File: src/rtl/rwf_pkg.sv
package rwf_pkg;

  typedef enum logic [1:0] {
    MODE_OFF  = 2'd0,
    MODE_DET  = 2'd1,
    MODE_COND = 2'd2,
    MODE_RAW  = 2'd3
  } rwf_mode_e;

  localparam int unsigned CB_RST    = 0;
  localparam int unsigned CB_FIFO   = 1;
  localparam int unsigned CB_ENT    = 2;
  localparam int unsigned CB_RAW    = 3;
  localparam int unsigned CB_GSEL   = 4;

  localparam int unsigned WORD_W    = 64;
  localparam int unsigned SAMPLE_W  = 8;
  localparam int unsigned RAW_BEATS = WORD_W / SAMPLE_W;
  localparam int unsigned LEN_W     = 7;

  function automatic rwf_mode_e decode_mode(input logic fifo_en,
                                            input logic ent_en,
                                            input logic raw_en);
    if (!fifo_en)     return MODE_OFF;
    else if (!ent_en) return MODE_DET;
    else if (!raw_en) return MODE_COND;
    else              return MODE_RAW;
  endfunction

endpackage

File: src/rtl/rwf_ctrl.sv
module rwf_ctrl
  import rwf_pkg::*;
#(
  parameter int GSEL_W = 4,
  localparam int CTL_W = CB_GSEL + GSEL_W
) (
  input  logic              clk,
  input  logic              rst,
  input  logic              ctl_we,
  input  logic [CTL_W-1:0]  ctl_wdata,
  output logic              flush,
  output rwf_mode_e         mode,
  output logic [GSEL_W-1:0] gsel
);

  logic fifo_en_q, ent_en_q, raw_en_q;
  logic [GSEL_W-1:0] gsel_q;

  assign flush = ctl_we && ctl_wdata[CB_RST];

  always_ff @(posedge clk) begin
    if (rst || flush) begin
      fifo_en_q <= 1'b0;
      ent_en_q  <= 1'b0;
      raw_en_q  <= 1'b0;
      gsel_q    <= '0;
    end else if (ctl_we) begin
      fifo_en_q <= ctl_wdata[CB_FIFO];
      ent_en_q  <= ctl_wdata[CB_ENT];
      raw_en_q  <= ctl_wdata[CB_RAW];
      gsel_q    <= ctl_wdata[CB_GSEL +: GSEL_W];
    end
  end

  assign mode = decode_mode(fifo_en_q, ent_en_q, raw_en_q);
  assign gsel = gsel_q;

endmodule

File: src/rtl/rwf_producer.sv
module rwf_producer
  import rwf_pkg::*;
#(
  parameter int RO_COUNT = 128,
  parameter int COND_LAT = 81,
  parameter int DEPTH    = 64,
  localparam int GSEL_W  = $clog2(RO_COUNT / SAMPLE_W),
  localparam int LVL_W   = $clog2(DEPTH + 1)
) (
  input  logic              clk,
  input  logic              rst,
  input  logic              flush,
  input  logic              abort,
  input  rwf_mode_e         mode,
  input  logic [GSEL_W-1:0] gsel,
  input  logic [RO_COUNT-1:0] ro_in,
  input  logic [LVL_W-1:0]  level,
  output logic              push,
  output logic [WORD_W-1:0] push_data
);

  localparam int LAT_MAX = (COND_LAT > RAW_BEATS) ? COND_LAT : RAW_BEATS;
  localparam int CNT_W   = $clog2(LAT_MAX);
  localparam int FOLD_N  = RO_COUNT / WORD_W;
  localparam int SHR_W   = WORD_W - SAMPLE_W;

  logic               busy_q;
  logic [CNT_W-1:0]   cnt_q;
  logic [31:0]        seq_q;
  logic [SHR_W-1:0]   shr_q;
  logic [CNT_W-1:0]   last_cnt;
  logic [SAMPLE_W-1:0] grp_now;
  logic [WORD_W-1:0]  fold;
  logic [WORD_W-1:0]  cond_word;
  logic               room, start;

  // Pick the eight oscillator bits of the selected group
  assign grp_now = ro_in[{gsel, 3'b000} +: SAMPLE_W];

  // XOR all 64-bit slices of the oscillator inputs together
  logic [WORD_W-1:0] fold_chain [FOLD_N+1];
  assign fold_chain[0] = '0;
  for (genvar gi = 0; gi < FOLD_N; gi++) begin : g_fold
    assign fold_chain[gi+1] = fold_chain[gi] ^ ro_in[gi*WORD_W +: WORD_W];
  end
  assign fold = fold_chain[FOLD_N];

  assign last_cnt = (mode == MODE_RAW) ? CNT_W'(RAW_BEATS - 1) : CNT_W'(COND_LAT - 1);
  assign push     = busy_q && (cnt_q == last_cnt) && !abort;

  // Room accounting counts the word in flight as already stored
  assign room  = busy_q ? ((level + LVL_W'(1)) < LVL_W'(DEPTH)) : (level < LVL_W'(DEPTH));
  assign start = (mode != MODE_OFF) && !abort && (!busy_q || push) && room;

  assign cond_word = {~seq_q, seq_q} ^ ((mode == MODE_COND) ? fold : '0);
  assign push_data = (mode == MODE_RAW) ? {shr_q, grp_now} : cond_word;

  always_ff @(posedge clk) begin
    if (rst || flush) begin
      busy_q <= 1'b0;
      cnt_q  <= '0;
      seq_q  <= '0;
      shr_q  <= '0;
    end else begin
      if (busy_q) shr_q <= {shr_q[SHR_W-SAMPLE_W-1:0], grp_now};
      if (push && (mode != MODE_RAW)) seq_q <= seq_q + 32'd1;
      if (abort) begin
        busy_q <= 1'b0;
        cnt_q  <= '0;
      end else if (start) begin
        busy_q <= 1'b1;
        cnt_q  <= '0;
      end else if (push) begin
        busy_q <= 1'b0;
        cnt_q  <= '0;
      end else if (busy_q) begin
        cnt_q  <= cnt_q + CNT_W'(1);
      end
    end
  end

endmodule

File: src/rtl/rwf_store.sv
module rwf_store
  import rwf_pkg::*;
#(
  parameter int DEPTH   = 64,
  localparam int AW     = $clog2(DEPTH),
  localparam int LVL_W  = $clog2(DEPTH + 1)
) (
  input  logic              clk,
  input  logic              rst,
  input  logic              flush,
  input  logic              push,
  input  logic [WORD_W-1:0] push_data,
  input  logic              pop,
  output logic [WORD_W-1:0] rd_data,
  output logic [LVL_W-1:0]  level,
  output logic              underflow
);

  logic [WORD_W-1:0] mem [DEPTH];
  logic [AW-1:0]     wptr_q, rptr_q;
  logic [LVL_W-1:0]  level_q;
  logic [WORD_W-1:0] rdq;
  logic              empty_rd_q;
  logic              is_empty, pop_ok;

  assign is_empty = (level_q == '0);
  assign pop_ok   = pop && !is_empty;

  // Memory write port without reset so it maps onto block RAM
  always_ff @(posedge clk) begin
    if (push) mem[wptr_q] <= push_data;
  end

  always_ff @(posedge clk) begin
    if (pop) rdq <= mem[rptr_q];
  end

  always_ff @(posedge clk) begin
    if (rst || flush) begin
      wptr_q     <= '0;
      rptr_q     <= '0;
      level_q    <= '0;
      underflow  <= 1'b0;
      empty_rd_q <= 1'b0;
    end else begin
      if (push)   wptr_q <= wptr_q + AW'(1);
      if (pop_ok) rptr_q <= rptr_q + AW'(1);
      case ({push, pop_ok})
        2'b10:   level_q <= level_q + LVL_W'(1);
        2'b01:   level_q <= level_q - LVL_W'(1);
        default: level_q <= level_q;
      endcase
      if (pop) empty_rd_q <= is_empty;
      if (pop && is_empty) underflow <= 1'b1;
    end
  end

  assign rd_data = empty_rd_q ? '0 : rdq;
  assign level   = level_q;

endmodule

File: src/rtl/rwf_reader.sv
module rwf_reader
  import rwf_pkg::*;
#(
  parameter int BURST_MAX = 32
) (
  input  logic             clk,
  input  logic             rst,
  input  logic             ld_req,
  input  logic             burst_go,
  input  logic [LEN_W-1:0] burst_len,
  output logic             pop,
  output logic             rd_valid,
  output logic             burst_done,
  output logic             active
);

  localparam logic [LEN_W-1:0] CAP = LEN_W'(BURST_MAX);

  logic [LEN_W-1:0] rem_q;
  logic [LEN_W-1:0] eff_len;

  assign eff_len = (burst_len > CAP) ? CAP : burst_len;
  assign pop     = (active && (rem_q != '0)) || (ld_req && !burst_go && !active);

  always_ff @(posedge clk) begin
    if (rst) begin
      active     <= 1'b0;
      rem_q      <= '0;
      rd_valid   <= 1'b0;
      burst_done <= 1'b0;
    end else begin
      rd_valid   <= pop;
      burst_done <= active && (rem_q == '0);
      if (!active) begin
        if (burst_go) begin
          active <= 1'b1;
          rem_q  <= eff_len;
        end
      end else if (rem_q == '0) begin
        active <= 1'b0;
      end else begin
        rem_q  <= rem_q - LEN_W'(1);
      end
    end
  end

endmodule

File: src/rtl/rand_word_fifo.sv
module rand_word_fifo
  import rwf_pkg::*;
#(
  parameter int DEPTH     = 64,
  parameter int BURST_MAX = 32,
  parameter int COND_LAT  = 81,
  parameter int RO_COUNT  = 128,
  localparam int GSEL_W   = $clog2(RO_COUNT / 8),
  localparam int CTL_W    = 4 + GSEL_W,
  localparam int LVL_W    = $clog2(DEPTH + 1)
) (
  input  logic                clk,
  input  logic                rst,
  input  logic                ctl_we,
  input  logic [CTL_W-1:0]    ctl_wdata,
  input  logic [RO_COUNT-1:0] ro_in,
  input  logic                ld_req,
  input  logic                burst_go,
  input  logic [6:0]          burst_len,
  output logic                rd_valid,
  output logic [63:0]         rd_data,
  output logic                burst_done,
  output logic [LVL_W-1:0]    level,
  output logic [1:0]          mode,
  output logic                underflow
);

  logic              flush;
  rwf_mode_e         mode_w;
  logic [GSEL_W-1:0] gsel;
  logic              push, pop, rd_busy;
  logic [WORD_W-1:0] push_data;

  rwf_ctrl #(.GSEL_W(GSEL_W)) u_ctrl (
    .clk(clk), .rst(rst), .ctl_we(ctl_we), .ctl_wdata(ctl_wdata),
    .flush(flush), .mode(mode_w), .gsel(gsel)
  );

  rwf_producer #(.RO_COUNT(RO_COUNT), .COND_LAT(COND_LAT), .DEPTH(DEPTH)) u_prod (
    .clk(clk), .rst(rst), .flush(flush), .abort(ctl_we), .mode(mode_w),
    .gsel(gsel), .ro_in(ro_in), .level(level), .push(push), .push_data(push_data)
  );

  rwf_store #(.DEPTH(DEPTH)) u_store (
    .clk(clk), .rst(rst), .flush(flush), .push(push), .push_data(push_data),
    .pop(pop), .rd_data(rd_data), .level(level), .underflow(underflow)
  );

  rwf_reader #(.BURST_MAX(BURST_MAX)) u_reader (
    .clk(clk), .rst(rst), .ld_req(ld_req), .burst_go(burst_go),
    .burst_len(burst_len), .pop(pop), .rd_valid(rd_valid),
    .burst_done(burst_done), .active(rd_busy)
  );

  assign mode = mode_w;

endmodule

File: config.mk
export PLATFORM = sky130hd
export DESIGN_NAME = rand_word_fifo
export DESIGN_NICKNAME = d
export VERILOG_FILES = /design/src/rtl/rwf_pkg.sv /design/src/rtl/rwf_ctrl.sv /design/src/rtl/rwf_producer.sv /design/src/rtl/rwf_store.sv /design/src/rtl/rwf_reader.sv /design/src/rtl/rand_word_fifo.sv
export SDC_FILE = /design/constraint.sdc
export NUM_CORES = 2
export LEC_CHECK = 0
export BUFFER_PORTS_ARGS = -buffer_cell sky130_fd_sc_hd__buf_2
export CAP_MARGIN = 20
export CORE_MARGIN = 1.5
export CORE_UTILIZATION = 55
export CTS_CLUSTER_DIAMETER = 30
export DETAILED_ROUTE_END_ITERATION = 8
export PLACE_DENSITY = 0.7
export SYNTH_ARGS = -nofsm -noshare
export SYNTH_HDL_FRONTEND = slang
export SYNTH_SLANG_ARGS = --single-unit
File: constraint.sdc
create_clock -name clk -period 6.9 [get_ports clk]
set_clock_uncertainty 0.15 [all_clocks]
set_input_delay 0.69 -clock clk [delete_from_list [all_inputs] [get_ports clk]]
set_output_delay 0.69 -clock clk [all_outputs]
set_load 0.01 [all_outputs]
==> flow_metrics.env <==
export IMPL_status="complete, no violations"
export IMPL_nFillCells=18760
export IMPL_placeableCoreArea_mm2=0.3023
export IMPL_maxSlewViolCount=0
export IMPL_overflow=0
export IMPL_antenna_found_initial=25
export IMPL_min_from="burst_len[6]"
export IMPL_crit_arrival_ps=5350
export IMPL_start_util_pct=55.22
export IMPL_port_buffers=223
export IMPL_regArea_mm2=0.1276
export IMPL_ys_ff_latch=4294
export IMPL_holdCritPathClass="primary input to register"
export IMPL_synth_top_area_share_pct=74.83
export IMPL_multiInputGateArea_mm2=0.03780
export IMPL_async_reset_ff_share_pct=0
export IMPL_synth_distinct_cells=68
export IMPL_route_detailed_drc=0
export IMPL_synth_edf_count=4160
export IMPL_r2r_start="u_store.rptr_q[1]"
export IMPL_hold_violations=0
export IMPL_area_delta_synth_final_pct=19.58
export IMPL_post_drt_wl_per_cell_um=36.89
export IMPL_yosysSeqAreaShare_pct=76.44
export IMPL_cp_depth=8
export IMPL_firstDrtPassIters=6
export IMPL_crit_buf_inv=3
export IMPL_period_needed_ps=4725
export IMPL_cts_sinks=4294
export IMPL_drt_iter0_markers=14710
export IMPL_worst_pin_slew_ps=1250
export IMPL_dieHeight_um=553.9
export IMPL_post_route_util_pct=66.04
export IMPL_slowest_delay_ps=900
export IMPL_synth_warnings=0
export IMPL_ys_flop_type="edfxtp_1"
export IMPL_worstSetupPathType="register to register"
export IMPL_cts_resized=0
export IMPL_syn_nets=8180
export IMPL_die_x_um=553.9
export IMPL_cts_buffers=688
export IMPL_max_freq_mhz=211.7
export IMPL_hold_ws_ps=69.49
export IMPL_crit_path_cell_trace="buf_12 > nand3b_1 > buf_4 > buf_4 > o22ai_1 > a2111oi_0 > a221oi_1 > a21o_1"
export IMPL_finalCritPeriodShare_pct=68.47
export IMPL_grt_first_pass_wirelength_um=688900
export IMPL_yosysTopAreaCell="edfxtp_1"
export IMPL_p_total_mw=64.72
export IMPL_wl_um=492200
export IMPL_grt_max_degree=119
export IMPL_crit_top_cell="buf_4"
export IMPL_root_buffer="clkbuf_16"
export IMPL_pin_count=224
export IMPL_drv_cap=0
export IMPL_antenna_left=0
export IMPL_cp_start_kind="register"
export IMPL_place_ws_ps=1991
export IMPL_rows=202
export IMPL_netlist_top_cells_area="edfxtp_1 (75%), mux4_2 (12%), mux2i_1 (3.4%)"
export IMPL_rsz0062_at_grt="false"
export IMPL_drive_gt1_share_pct=29.40
export IMPL_clk_pin_slew_ps=50
export IMPL_critPathTopFamily="compound AO/OA/AOI/OAI gates"
export IMPL_ir_worst_vdd_v=0.0002870
export IMPL_place_congestion=0.8704
export IMPL_powerDensity_mw_per_mm2=324.2
export IMPL_clk_path_buf_depth=4
export IMPL_grt_pass1_vias=91030
export IMPL_via_per_inst=6.880
export IMPL_vias=91800
export IMPL_required_ps=7530
export IMPL_crit_fanout=47
export IMPL_min_path_cells=5
export IMPL_critPathLaunch="u_store.rptr_q[1]"
export IMPL_setup_violations_final=0
export IMPL_relSlewSlack_pct=16.67
export IMPL_syn_area_mm2=0.1669
export IMPL_avgSynthCellArea_um2=20.81
export IMPL_syn_inst=8023
export IMPL_cts_tree="done"
export IMPL_finalSetupTns_ps=0
export IMPL_slowest_stage="dfxtp_4"
export IMPL_clk_latency_ps=1040
export IMPL_finalNetCount=8912
export IMPL_r2r_cells=8
export IMPL_track_usage_pct=31.91
export IMPL_htreeDepth=6
export IMPL_leakagePower_nw=61.33
export IMPL_endpoint_kind="register"
export IMPL_hpwl_um=269200
export IMPL_worst_slack_ps=2175
export IMPL_die_area_mm2=0.3068
[area by class of cell]
type	count	share of cell area, %
diodes	16	0.02006
clock buffers	759	8.833
clock inverters	525	3.411
inverters	24	0.04638
multi-input cells	3199	18.94
flip-flops and latches	4294	63.94
well taps	3978	2.493
repair buffers	548	2.319
[layer usage]
layer | share of wire [%] | track usage [%]
met1 | 36 | 44.34
met2 | 47 | 49.45
met3 | 13 | 7.189
met4 | 4.6 | 12.97
met5 | 0.014 | 0
[worst min-delay path, stage by stage]
cell and delay (ps):
buf_2 100, nor2_1 60, o22ai_1 150, a22oi_1 110, nor2_1 90
[final timing paths]
kind / to / slack, ps
worst max-delay path: u_store.rdq[23] / 2180
worst min-delay path: u_reader.rem_q[5] / 70
worst max register to register: u_store.rdq[23] / 2180
worst min register to register: u_reader.burst_done / 280
[registers in the layout, summed over array words and instances, names as in the netlist, 6 cells and up]
name / cells
u_prod.cnt_q: 7
u_prod.seq_q: 32
u_store.rptr_q: 6
u_store.rdq: 64
u_reader.rem_q: 7
u_prod.shr_q: 56
u_store.mem: 4096
u_store.level: 7
u_store.wptr_q: 6
[cells in the final DEF (no fill, tap or decap), drive strengths merged, types with 18 or more instances in the layout]
cell type,netlist,layout
edfxtp,4160,4160
mux4,873,873
clkbuf,235,759
mux2i,567,567
buf,271,526
clkinv,0,259
nor2,255,255
dfxtp,134,134
a211oi,130,130
a21oi,123,123
nand2,118,118
o22ai,110,110
o221ai,106,106
o21ai,106,106
inv,24,105
bufinv,0,102
a22oi,95,95
clkinvlp,0,83
nor2b,75,75
a22o,70,70
xnor2,59,59
nor3,52,52
mux2,51,51
nand3,40,40
xor2,38,38
a21o,33,33
a211o,30,30
a2111oi,29,29
a221oi,28,28
o211ai,24,24
dlygate4sd3,0,22
nor4,20,20
o31ai,18,18
[cells in the mapped netlist, drive strengths merged (14+ instances only)]
| master | instances |
|---|---|
| edfxtp | 4160 |
| mux4 | 873 |
| mux2i | 567 |
| buf | 271 |
| nor2 | 255 |
| clkbuf | 235 |
| dfxtp | 134 |
| a211oi | 130 |
| a21oi | 123 |
| nand2 | 118 |
| o22ai | 110 |
| o21ai | 106 |
| o221ai | 106 |
| a22oi | 95 |
| nor2b | 75 |
| a22o | 70 |
| xnor2 | 59 |
| nor3 | 52 |
| mux2 | 51 |
| nand3 | 40 |
| xor2 | 38 |
| a21o | 33 |
| a211o | 30 |
| a2111oi | 29 |
| a221oi | 28 |
| inv | 24 |
| o211ai | 24 |
| nor4 | 20 |
| o31ai | 18 |
| nand4 | 14 |
| or4 | 14 |
[stage by stage]
stage                     instances  instance area (um^2)
after floorplan                8023                166900
after global placement        12010                174700
after detailed placement      12020                174800
after CTS                     13320                199500
after global routing          13330                199600
final                         13340                199600
[kinds of logic after synthesis]
family	share of synthesized area [%]
fa+ha+maj	0.06746
simple gates	1.891
compound gates	4.072
xor+xnor	0.5089
mux	15.52
buf+inv	1.499
flops	76.44
[repair_timing]
item,in CTS,in global routing
buffers inserted,0,0
setup endpoints to repair,0,0
hold buffers,22,0
endpoints found under the hold margin,18,0
[where the power goes]
group | leakage, nW | total (mW) | internal (mW) | switching, mW
Clock | 11.6 | 35.7 | 22.6 | 13.1
Sequential | 38.9 | 28.4 | 28.3 | 0.0935
Combinational | 10.8 | 0.605 | 0.200 | 0.404
(Power assumes the default switching activity.)
